[config.mk]
export PLATFORM = sky130hd
export DESIGN_NAME = uart_irq_gen
export DESIGN_NICKNAME = d
export VERILOG_FILES = /design/src/rtl/uart_irq_pkg.sv /design/src/rtl/uart_irq_sync.sv /design/src/rtl/uart_irq_modem.sv /design/src/rtl/uart_irq_rxto.sv /design/src/rtl/uart_irq_gen.sv
export SDC_FILE = /design/constraint.sdc
export NUM_CORES = 1
export LEC_CHECK = 0
export ABC_AREA = 1
export ABC_CLOCK_PERIOD_IN_PS = 1500
export BUFFER_PORTS_ARGS = -buffer_cell sky130_fd_sc_hd__buf_4
export CORE_MARGIN = 5
export CORE_UTILIZATION = 48
export DETAILED_ROUTE_END_ITERATION = 10
export HOLD_SLACK_MARGIN = 0.12
export PLACE_DENSITY = 0.75
export SLEW_MARGIN = 25
export SYNTH_ARGS = -nofsm -noshare
export SYNTH_HDL_FRONTEND = slang
export SYNTH_SLANG_ARGS = --single-unit
[constraint.sdc]
create_clock -name clk -period 1.5 [get_ports clk]
set_input_delay 0.075 -clock clk [delete_from_list [all_inputs] [get_ports clk]]
set_output_delay 0.075 -clock clk [all_outputs]
set_load 0.1 [all_outputs]
[src/rtl/uart_irq_pkg.sv]
package uart_irq_pkg;

    localparam int NUM_SRC   = 3;
    localparam int SRC_MODEM = 0;
    localparam int SRC_DIS   = 1;
    localparam int SRC_RX    = 2;

    typedef struct packed {
        logic dcd;
        logic dsr;
        logic cts;
    } modem_t;

    typedef struct packed {
        logic rx;
        logic dis;
        logic modem;
    } irq_vec_t;

    function automatic logic gated_or(input irq_vec_t src, input logic [NUM_SRC-1:0] en);
        return |(src & en);
    endfunction

endpackage

[src/rtl/uart_irq_sync.sv]
module uart_irq_sync #(
    parameter int             W       = 1,
    parameter int             STAGES  = 2,
    parameter logic [W-1:0]   RST_VAL = '0
) (
    input  logic         clk,
    input  logic         rst,
    input  logic [W-1:0] d,
    output logic [W-1:0] q
);
    logic [W-1:0] stg [STAGES];

    for (genvar g = 0; g < STAGES; g++) begin : g_stage
        if (g == 0) begin : g_first
            always_ff @(posedge clk) begin
                if (rst) stg[g] <= RST_VAL;
                else     stg[g] <= d;
            end
        end else begin : g_next
            always_ff @(posedge clk) begin
                if (rst) stg[g] <= RST_VAL;
                else     stg[g] <= stg[g-1];
            end
        end
    end

    assign q = stg[STAGES-1];
endmodule

[src/rtl/uart_irq_modem.sv]
module uart_irq_modem
    import uart_irq_pkg::*;
#(
    parameter int SYNC_STAGES = 2
) (
    input  logic   clk,
    input  logic   rst,
    input  modem_t lines_in,
    input  logic   clr,
    output logic   irq
);
    localparam int MW = $bits(modem_t);

    modem_t lines_s;
    modem_t lines_prev;
    logic   chg;

    uart_irq_sync #(.W(MW), .STAGES(SYNC_STAGES), .RST_VAL('0)) u_sync (
        .clk (clk),
        .rst (rst),
        .d   (lines_in),
        .q   (lines_s)
    );

    always_ff @(posedge clk) begin
        if (rst) lines_prev <= '0;
        else     lines_prev <= lines_s;
    end

    assign chg = (lines_s != lines_prev);

    always_ff @(posedge clk) begin
        if (rst)      irq <= 1'b0;
        else if (chg) irq <= 1'b1;
        else if (clr) irq <= 1'b0;
    end

    AST_MODEM_SET: assert property (@(posedge clk) disable iff (rst)
        chg |=> irq);
    AST_MODEM_HOLD: assert property (@(posedge clk) disable iff (rst)
        (irq && !clr) |=> irq);
    AST_MODEM_CLEAR: assert property (@(posedge clk) disable iff (rst)
        (clr && !chg) |=> !irq);
endmodule

[src/rtl/uart_irq_rxto.sv]
module uart_irq_rxto #(
    parameter int DEPTH = 16,
    parameter int LIMIT = 32,
    parameter int LW    = $clog2(DEPTH + 1)
) (
    input  logic          clk,
    input  logic          rst,
    input  logic          fifo_mode,
    input  logic [LW-1:0] level,
    input  logic          push,
    input  logic          pop,
    input  logic          tick,
    output logic          irq
);
    localparam int            CW   = $clog2(LIMIT + 2);
    localparam logic [CW-1:0] SAT  = CW'(LIMIT + 1);
    localparam logic [LW-1:0] HALF = LW'(DEPTH / 2);

    logic [CW-1:0] cnt;
    logic          restart;
    logic          timeout;
    logic          thresh;

    assign restart = push || pop || (level == '0);

    always_ff @(posedge clk) begin
        if (rst || restart)          cnt <= '0;
        else if (tick && cnt != SAT) cnt <= cnt + 1'b1;
    end

    assign timeout = (cnt == SAT);
    assign thresh  = fifo_mode && (level >= HALF);
    assign irq     = thresh || timeout;

    AST_TO_RESTART: assert property (@(posedge clk) disable iff (rst)
        restart |=> !timeout);
    AST_TO_HOLD: assert property (@(posedge clk) disable iff (rst)
        (timeout && !restart) |=> timeout);
    AST_TO_STEP: assert property (@(posedge clk) disable iff (rst)
        (!tick && !restart) |=> $stable(cnt));
endmodule

[src/rtl/uart_irq_gen.sv]
module uart_irq_gen
    import uart_irq_pkg::*;
#(
    parameter int DEPTH       = 16,
    parameter int LIMIT       = 32,
    parameter int SYNC_STAGES = 2,
    parameter int LW          = $clog2(DEPTH + 1)
) (
    input  logic               clk,
    input  logic               rst,
    input  logic [2:0]         modem_in,
    input  logic               uart_en,
    input  logic               rx_line,
    input  logic               fifo_mode,
    input  logic [LW-1:0]      rx_level,
    input  logic               rx_push,
    input  logic               rx_pop,
    input  logic               bit_tick,
    input  logic               modem_clr,
    input  logic [NUM_SRC-1:0] irq_en,
    output logic               irq_modem,
    output logic               irq_disabled,
    output logic               irq_rx,
    output logic               irq_any
);
    irq_vec_t src;
    logic     rx_s;

    uart_irq_modem #(.SYNC_STAGES(SYNC_STAGES)) u_modem (
        .clk      (clk),
        .rst      (rst),
        .lines_in (modem_t'(modem_in)),
        .clr      (modem_clr),
        .irq      (src.modem)
    );

    uart_irq_sync #(.W(1), .STAGES(SYNC_STAGES), .RST_VAL(1'b1)) u_rxsync (
        .clk (clk),
        .rst (rst),
        .d   (rx_line),
        .q   (rx_s)
    );

    assign src.dis = !uart_en && !rx_s;

    uart_irq_rxto #(.DEPTH(DEPTH), .LIMIT(LIMIT), .LW(LW)) u_rxto (
        .clk       (clk),
        .rst       (rst),
        .fifo_mode (fifo_mode),
        .level     (rx_level),
        .push      (rx_push),
        .pop       (rx_pop),
        .tick      (bit_tick),
        .irq       (src.rx)
    );

    assign irq_modem    = src.modem;
    assign irq_disabled = src.dis;
    assign irq_rx       = src.rx;
    assign irq_any      = gated_or(src, irq_en);

    AST_RST_QUIET: assert property (@(posedge clk)
        rst |=> (!irq_modem && !irq_rx));
endmodule

==> results.toml, run 1 <==
[clock_network]
cts_buffer_depth = 2
cts_buffers = 3
tritoncts = "built"
tritoncts_num_sinks = 18
cts_root_buf = "clkbuf_4"
clkTransAtPathRegs_ns = 0.11
clk_latency_ns = 0.29
h-tree-depth = 1

[worst_setup_path]
r2r-end = "u_rxto.cnt[3]"
regToRegSetupSlack_ns = 0.28
slowest_delay_ns = 0.55
crit_required_ns = 1.68
critPathSlowestCell = "dlygate4sd3_1"
worstSetupPathType = "input pin to flip-flop"
crit_arrival_ns = 1.63
crit_fanout = 13
cp-end-kind = "flip-flop"
reg2reg_from = "u_rxto.cnt[1]"
crit_top_cell = "dlygate4sd3_1"
crit_chain = "dlygate4sd3_1 > buf_4 > or2_2 > dlygate4sd3_1"
worst_setup_path_start_kind = "input pin"
r2r.worst_path.cells = 7

[final_layout]
n_fill_cell = 113
layout-drive-gt1-share_pct = 30.6
nets = 170
syn_to_final_growth_pct = 52.4
n_antenna_cell = 0
final_util_pct = 78.7
design_area_um2 = 1210

[pwr]
power_density_nw_per_um2 = 826
power.share.sequential_pct = 50.0
ir_drop_mv = 0.643
power_leakage_nw = 0.554
clock_power_share_pct = 29.4
power.switching_mw = 0.267
pwr-share-comb_pct = 20.6
p_int_mw = 0.735
swShare_pct = 26.7

[placement]
dp_hpwl_mm = 1.30
io_buffers = 23
place.gp.congestion = 0.757
placed_cell_area_um2 = 1000
place_ws_ns = 0.194

[yosys]
synth-seq-cells = 18
synth_edf_count = 0
synth_area_um2 = 796
synth_flop_cell = "dfxtp_1"
yosysSeqAreaShare_pct = 45.3
synth.avg_cell_area_um2 = 7.44
synthArstFlopShare_pct = 0
synthCells = 107
syn_nets = 129
synth_cell_types = 20
yosysWarningCount = 0

[timing]
worst_slack_ns = 0.0479
worst_pin_slew_ns = 0.408
setup-violations-final = 0
clock_skew_ns = 0.00687
final-hold-violation-count = 0
tns_ns = 0
rsz0062_at_grt = "false"
fmax_mhz = 689
finalCritPeriodShare_pct = 96.8
fin_crit_ns = 1.45
slew_viol_final = 0
slew_headroom_pct = 72.5

[floorplan]
ioPinCount = 24
die_x_um = 50.7
rows = 14
fp.coreArea_um2 = 1540
die_area_um2 = 2570
start_util_pct = 51.6
fp.dieH_um = 50.7

[drt]
dr.pass1.iters = 4
antenna_left = 0
drc_errors = 0
drt_iter0_markers = 18
wl_per_cell_um = 11.7
num_vias = 814
vias_per_cell = 4.99
routed_wl_mm = 1.90

[global_route]
grt_usage_pct = 14.8
grt_max_degree = 14
grt_pass1_vias = 692
antenna_found_initial = 0
overflow = 0
grtUsageMet3_pct = 3.85
grt_busiest_layer = "met2"
met1_usage_pct = 17.9
grt_pass1_wl_mm = 2.97
grt.met2_usage_pct = 25.0

[job]
cap_violations = 0

[min_path]
hold_depth = 4
min-delay-start = "rx_level[2]"
whs_endpoint = "u_rxto.cnt[4]"
hold_class = "input pin to flip-flop"

[run_status]
status = "finished, final reports clean"
## critical path: cells and delay by family
| family | cells | cell delay (ns) |
|---|---|---|
| simple gates | 1 | 0.29 |
| buf+inv | 3 | 1.26 |
## final cells by class
class	count	area, µm²	area share [%]
multi-input combinational	69	387	31.9
sequential	18	368	30.3
timing repair buffer	39	338	27.9
inverter	17	63.8	5.26
clock buffer	4	36.3	2.99
tap	16	20.0	1.65
## how the worst max path moves through the flow
stage	from	slack, ns	cells after the start	end
floorplan	u_rxto.cnt[0]	0.03	5	irq_any
finish	rst	0.05	4	u_rxsync.stg[0]
global placement	u_rxto.cnt[0]	0.24	6	irq_any
detailed placement	u_rxto.cnt[0]	0.19	6	irq_any
global route	u_rxto.cnt[3]	0.005	6	irq_any
CTS	u_rxto.cnt[1]	0.0006	7	irq_any
## cell families after synthesis
group / Yosys count / synth area share, %
fa+ha+maj: 2 / 3.14
flops: 18 / 45.3
compound gates: 9 / 5.82
buf+inv: 20 / 10.5
simple gates: 56 / 33.0
xor+xnor: 2 / 2.20
## Yosys cell counts, types with 2 or more instances
cell type  number  area share, %
a21oi_1         6            3.8
dfxtp_1        18             45
ha_1            2            3.1
inv_1          17            8.0
nand2_1        18            8.5
nand3_1         9            5.7
nand4_1         3            2.4
nor2_1         19            9.0
o21ai_0         2            1.3
or2_2           2            1.6
xor2_1          2            2.2
## registers in the layout, indices dropped and copies added, names as in the netlist
| signal | flops |
|---|---|
| u_modem.u_sync.stg | 6 |
| u_modem.irq | 1 |
| u_rxto.cnt | 6 |
| u_modem.lines_prev | 3 |
| u_rxsync.stg | 2 |
## through the flow
stage               hold slack (ns)  instances  total power [mW]
floorplan                     0.179        107             0.619
global placement              0.267        144             0.676
detailed placement            0.273        144             0.681
CTS                           0.206        161              1.00
global route                  0.249        163              1.05
finish                        0.205        163              1.00
## routing by layer
layer  share of wire [%]  vias to the layer above  wire [µm]
met5                   0                        -          0
met4                0.74                        0         14
met3                 8.9                        2        169
met2                  49                       32        927
met1                  42                      369        793
li1                    -                      411          -
## cell usage in the layout (no fill, tap or decap), types with 3 or more instances in the layout
master and n:
nor2_1 17, inv_1 17, nand2_1 16, dlygate4sd3_1 13, nand3_1 8, nand4_1 3
clkbuf_4 3, dfxtp_2 3, a21oi_1 6, buf_4 25, dfxtp_1 14
## power groups by stage
stage               registers, mW  clock network (mW)  logic [mW]
global placement            0.513                   0       0.162
CTS                         0.503               0.302       0.198
floorplan                   0.532                   0      0.0868
detailed placement          0.514                   0       0.166
finish                      0.501               0.295       0.206
global route                0.503               0.333       0.218
## repair_timing
action | in CTS | in global routing
hold endpoints to repair | 16 | 0
endpoints found under the setup margin | 1 | 1
hold buffers | 13 | 0
buffers inserted | 0 | 2
resized for setup | 5 | 5
Power figures use the tool's default switching activity.
==> run 2, diff against run 1 <==
ABC_CLOCK_PERIOD_IN_PS = 1200   (was 1500)
CORE_UTILIZATION = 44   (was 48)
PLACE_DENSITY = 0.73   (was 0.75)
TNS_END_PERCENT = 1   (was unset)
clock period = 1.2 ns   (was 1.5 ns; I/O delays follow)
==> run 2 against run 1 <==
Effect of this change:
- the run now ends with setup timing left
- utilization shrank 2.6 points
- cell count rose by 8.0%
- sequential share of layout area decreased by 2.3 points
- first-iteration DRC count fell by 17%
- largest cell class unchanged
- critical path type is now flip-flop to output port
- register-to-register slack got worse by 0.31 ns
==> results.toml, run 2 (same netlist as run 1, synthesis figures left out) <==
[run_status]
status = "finished with violations"
violations = "setup timing"

[timing]
setup-violations-final = 6
slew_headroom_pct = 81.1
fin_crit_ns = 1.36
finalCritPeriodShare_pct = 113
slew_viol_final = 0
worst_slack_ns = -0.155
timing.hold.ws_ns = 0.222
final-hold-violation-count = 0
clock_skew_ns = 0.00226
worst_pin_slew_ns = 0.285
fmax_mhz = 738
rsz0062_at_grt = "true"

[global_route]
grtUsageMet3_pct = 4.56
grt.met2_usage_pct = 27.5
grt_max_degree = 14
overflow = 0
grt_pass1_vias = 779
grt_pass1_wl_mm = 3.16
met1_usage_pct = 18.2
grt_busiest_layer = "met2"
grt_usage_pct = 15.6
antenna_found_initial = 0

[drt]
vias_per_cell = 4.53
antenna_left = 0
num_vias = 797
routed_wl_mm = 1.87
drc_errors = 0
dr.pass1.iters = 4
drt_iter0_markers = 15
wl_per_cell_um = 10.6

[floorplan]
fp.coreArea_um2 = 1730
rows = 15
start_util_pct = 46.1
die_area_um2 = 2760
die_x_um = 52.5
ioPinCount = 24
fp.dieH_um = 52.5

[clock_network]
tritoncts = "built"
cts_buffers = 3
clk_latency_ns = 0.29
cts_buffer_depth = 2
cts_root_buf = "clkbuf_4"
h-tree-depth = 1
clkTransAtPathRegs_ns = 0.10
tritoncts_num_sinks = 18

[placement]
dp_cells = 157
place.gp.congestion = 0.716
place_ws_ns = 0.00602
io_buffers = 23
dp_hpwl_mm = 1.23

[pwr]
power.switching_mw = 0.339
power_density_nw_per_um2 = 963
p_int_mw = 0.927
power_leakage_nw = 0.621
ir_drop_mv = 0.931
clock_power_share_pct = 29.1
swShare_pct = 26.8
power.share.sequential_pct = 49.5
pwr-share-comb_pct = 21.4

[final_layout]
final_cell_count_no_fill = 176
reg_top3 = "u_modem.u_sync.stg x6, u_rxto.cnt x6, u_modem.lines_prev x3"
syn_to_final_growth_pct = 65.1
mostFrequentLayoutCell = "buf_4"
n_antenna_cell = 0
layout-drive-gt1-share_pct = 37.1
layout_common_cells = "28 x buf_4, 16 x inv_1, 16 x nor2_1"
n_fill_cell = 131
nets = 174

[job]
cap_violations = 0

[worst_setup_path]
crit_fanout = 2
cp-end-kind = "output port"
crit_required_ns = 1.14
worstSetupPathType = "flip-flop to output port"
crit_arrival_ns = 1.30
worst_setup_path_start_kind = "flip-flop"

[min_path]
hold_class = "input pin to flip-flop"
run 2: changes by cell type in the layout (fill, tap and decap cells not counted), sizes merged:
cell	change
buf	+5
dlygate4sd3	-4
dlymetal6s4s	+3
run 2: through the flow:
stage	TNS (ns)	util, %	area, µm²	power (mW)
floorplan	-0.102	-	858	0.783
global placement	0	62.5	1080	0.858
detailed placement	0	62.5	1080	0.861
CTS	-0.380	74.4	1280	1.27
global route	-0.979	76.1	1310	1.33
finish	-0.365	76.1	1310	1.27
run 2: power by group through the flow:
stage               Clock, mW  Sequential [mW]  Combinational, mW
finish                  0.369            0.627              0.270
global route            0.407            0.629              0.291
CTS                     0.381            0.626              0.265
detailed placement          0            0.643              0.218
global placement            0            0.642              0.215
floorplan                   0            0.666              0.116
run 2: worst paths after layout:
check             slack [ns]                        to                      from  cells after the start
setup / recovery       -0.16                   irq_any             u_rxto.cnt[1]                      7
hold / removal          0.22               u_modem.irq                       rst                      3
setup reg to reg       -0.03             u_rxto.cnt[2]             u_rxto.cnt[1]                      8
hold reg to reg         0.41  u_modem.u_sync.stg[1][1]  u_modem.u_sync.stg[0][1]                      2
run 2: layer usage:
metal	vias to the layer above	routed length (µm)
li1	422	-
met1	353	822
met2	22	908
met3	0	143
met4	0	0
met5	-	0
run 2: timing repair:
item                                   in CTS  in global routing
buffers inserted                            3                  0
endpoints found under the hold margin      17                  0
hold buffers                               12                  0
gates resized for setup                     7                 10
setup endpoints to repair                   4                 11
pin swaps                                   2                  0
run 2: final cells by class:
type	count	area, µm²	area share [%]
clock buffers	4	36.3	2.76
inverters	17	63.8	4.86
multi-input cells	69	430	32.8
flip-flops and latches	18	368	28.0
well taps	25	31.3	2.38
repair buffers	43	384	29.2
run 2: critical path, cell delays in order (launching register included):
cell and delay [ns]:
dfxtp_2 0.35, inv_2 0.05, ha_4 0.15, nand3_4 0.10, nand2_8 0.06, nand2_4 0.06, nand3_4 0.08, buf_12 0.17
==> run 3, diff against run 2 <==
--- a/config.mk
+++ b/config.mk
@@ -14,4 +14,5 @@
 export HOLD_SLACK_MARGIN = 0.12
 export PLACE_DENSITY = 0.73
+export RECOVER_POWER = 100
 export SLEW_MARGIN = 25
 export SYNTH_ARGS = -nofsm -noshare
==> constraint.sdc (replaced) <==
create_clock -name clk -period 1.2 [get_ports clk]
set_input_delay 0.06 -clock clk [delete_from_list [all_inputs] [get_ports clk]]
set_output_delay 0.06 -clock clk [all_outputs]
set_load 0.02 [all_outputs]
==> run 3 against run 2 <==
Effect of this change:
- largest power group unchanged
- clock-buffer cell count is the same
- sequential share of layout area grew 1.3 points
- critical path type unchanged
- fmax grew 4.6%
- total power shrank 5.9%
- critical endpoint unchanged
- the flow still finishes with violations (setup timing)
- global-route usage grew 1.4 points
- hold slack lost 0.048 ns
- largest cell class unchanged
==> results.toml, run 3 (same netlist as run 1, synthesis figures left out) <==
[run_status]
status = "finished with violations"
violations = "setup timing"

[drt]
dr.pass1.iters = 4
wl_per_cell_um = 11.7
vias_per_cell = 4.71
routed_wl_mm = 2.02
drt_iter0_markers = 27
antenna_left = 0
num_vias = 815
drc_errors = 0

[final_layout]
nets = 171
final_cell_count_no_fill = 173
reg_top3 = "u_modem.u_sync.stg x6, u_rxto.cnt x6, u_modem.lines_prev x3"
syn_to_final_growth_pct = 56.4
layout-drive-gt1-share_pct = 35.1
n_antenna_cell = 0
layout_common_cells = "23 x buf_4, 16 x nor2_1, 15 x inv_1, 15 x nand2_1, 14 x dfxtp_1"
mostFrequentLayoutCell = "buf_4"
design_area_um2 = 1240

[clock_network]
cts_root_buf = "clkbuf_4"
clkTransAtPathRegs_ns = 0.10
h-tree-depth = 1
cts_buffer_depth = 2
tritoncts_num_sinks = 18
clk_latency_ns = 0.29
cts_buffers = 3
tritoncts = "built"

[timing]
finalCritPeriodShare_pct = 108
setup-violations-final = 1
clock_skew_ns = 0.00360
rsz0062_at_grt = "true"
worst_pin_slew_ns = 0.330
fmax_mhz = 772
fin_crit_ns = 1.30
worst_slack_ns = -0.0954
final-hold-violation-count = 0
timing.hold.ws_ns = 0.173
slew_viol_final = 0
slew_headroom_pct = 77.8

[placement]
dp_cells = 155
io_buffers = 23
place.gp.congestion = 0.801
dp_hpwl_mm = 1.20
place_ws_ns = 0.0353
placed_cell_area_um2 = 1000

[min_path]
hold_class = "input pin to flip-flop"
min-delay-start = "rx_level[2]"

[floorplan]
die_area_um2 = 2760
fp.dieH_um = 52.5
rows = 15
start_util_pct = 46.1
fp.coreArea_um2 = 1730
die_x_um = 52.5
ioPinCount = 24

[global_route]
antenna_found_initial = 0
overflow = 0
grt_usage_pct = 17.0
grt_pass1_vias = 812
grt_pass1_wl_mm = 3.43
grt_max_degree = 14

[worst_setup_path]
worst_setup_path_start_kind = "flip-flop"
worstSetupPathType = "flip-flop to output port"
cp-end-kind = "output port"
crit_fanout = 2
reg2reg_from = "u_rxto.cnt[0]"
crit_required_ns = 1.14
crit_arrival_ns = 1.24
crit_path_start = "u_rxto.cnt[1]"

[pwr]
ir_drop_mv = 0.766
power_density_nw_per_um2 = 957
power_mw = 1.19
power_leakage_nw = 0.557

[job]
cap_violations = 0
## run 3: metrics by stage
stage | utilization [%] | TNS (ns)
final | 72.1 | -0.0954
after floorplan | - | 0
after detailed placement | 58.2 | 0
after CTS | 69.9 | -0.107
after global routing | 72.1 | -0.379
after global placement | 58.2 | 0
## run 3: timing repair
item | 4_1_cts | 5_1_grt
hold buffers | 12 | 0
setup buffers | 2 | 0
pin swaps | 1 | 3
gates resized for setup | 10 | 14
setup endpoints to repair | 2 | 11
hold endpoints to repair | 17 | 0
## run 3: worst max-delay path, cell delays in order (launching register included)
cell and delay (ns):
dfxtp_2 0.35, inv_2 0.05, ha_4 0.16, nand3_4 0.09
nand2_4 0.05, nand2_2 0.07, nand3_2 0.06, buf_6 0.13
## run 3: cell type report
class	count	area, µm²
Clock buffer	4	36.3
Inverter	17	63.8
Tap cell	25	31.3
Sequential cell	18	365
Fill cell	130	482
Timing Repair Buffer	40	333
Multi-Input combinational cell	69	415
## run 3: metal layers
metal	part of all wire (%)	vias to the layer above	GRT usage [%]	wire length (µm)
met5	0	-	0	0
met4	0.59	0	5.96	12
met3	5.2	2	3.42	106
met2	51	27	28.3	1040
met1	43	372	21.4	870
li1	-	414	-	-
## run 3: report_power, final
group          internal, mW  total, mW  switching (mW)
Combinational         0.108      0.190          0.0825
Sequential            0.618      0.627         0.00923
Clock                 0.185      0.373           0.189
## run 3: path summary, 6_finish.rpt
path / slack, ns / to / cells past startpoint
max: -0.1 / irq_any / 7
min: 0.17 / u_rxto.cnt[2] / 4
max reg2reg: 0.05 / u_rxto.cnt[5] / 7
min reg2reg: 0.41 / u_modem.u_sync.stg[1][2] / 2
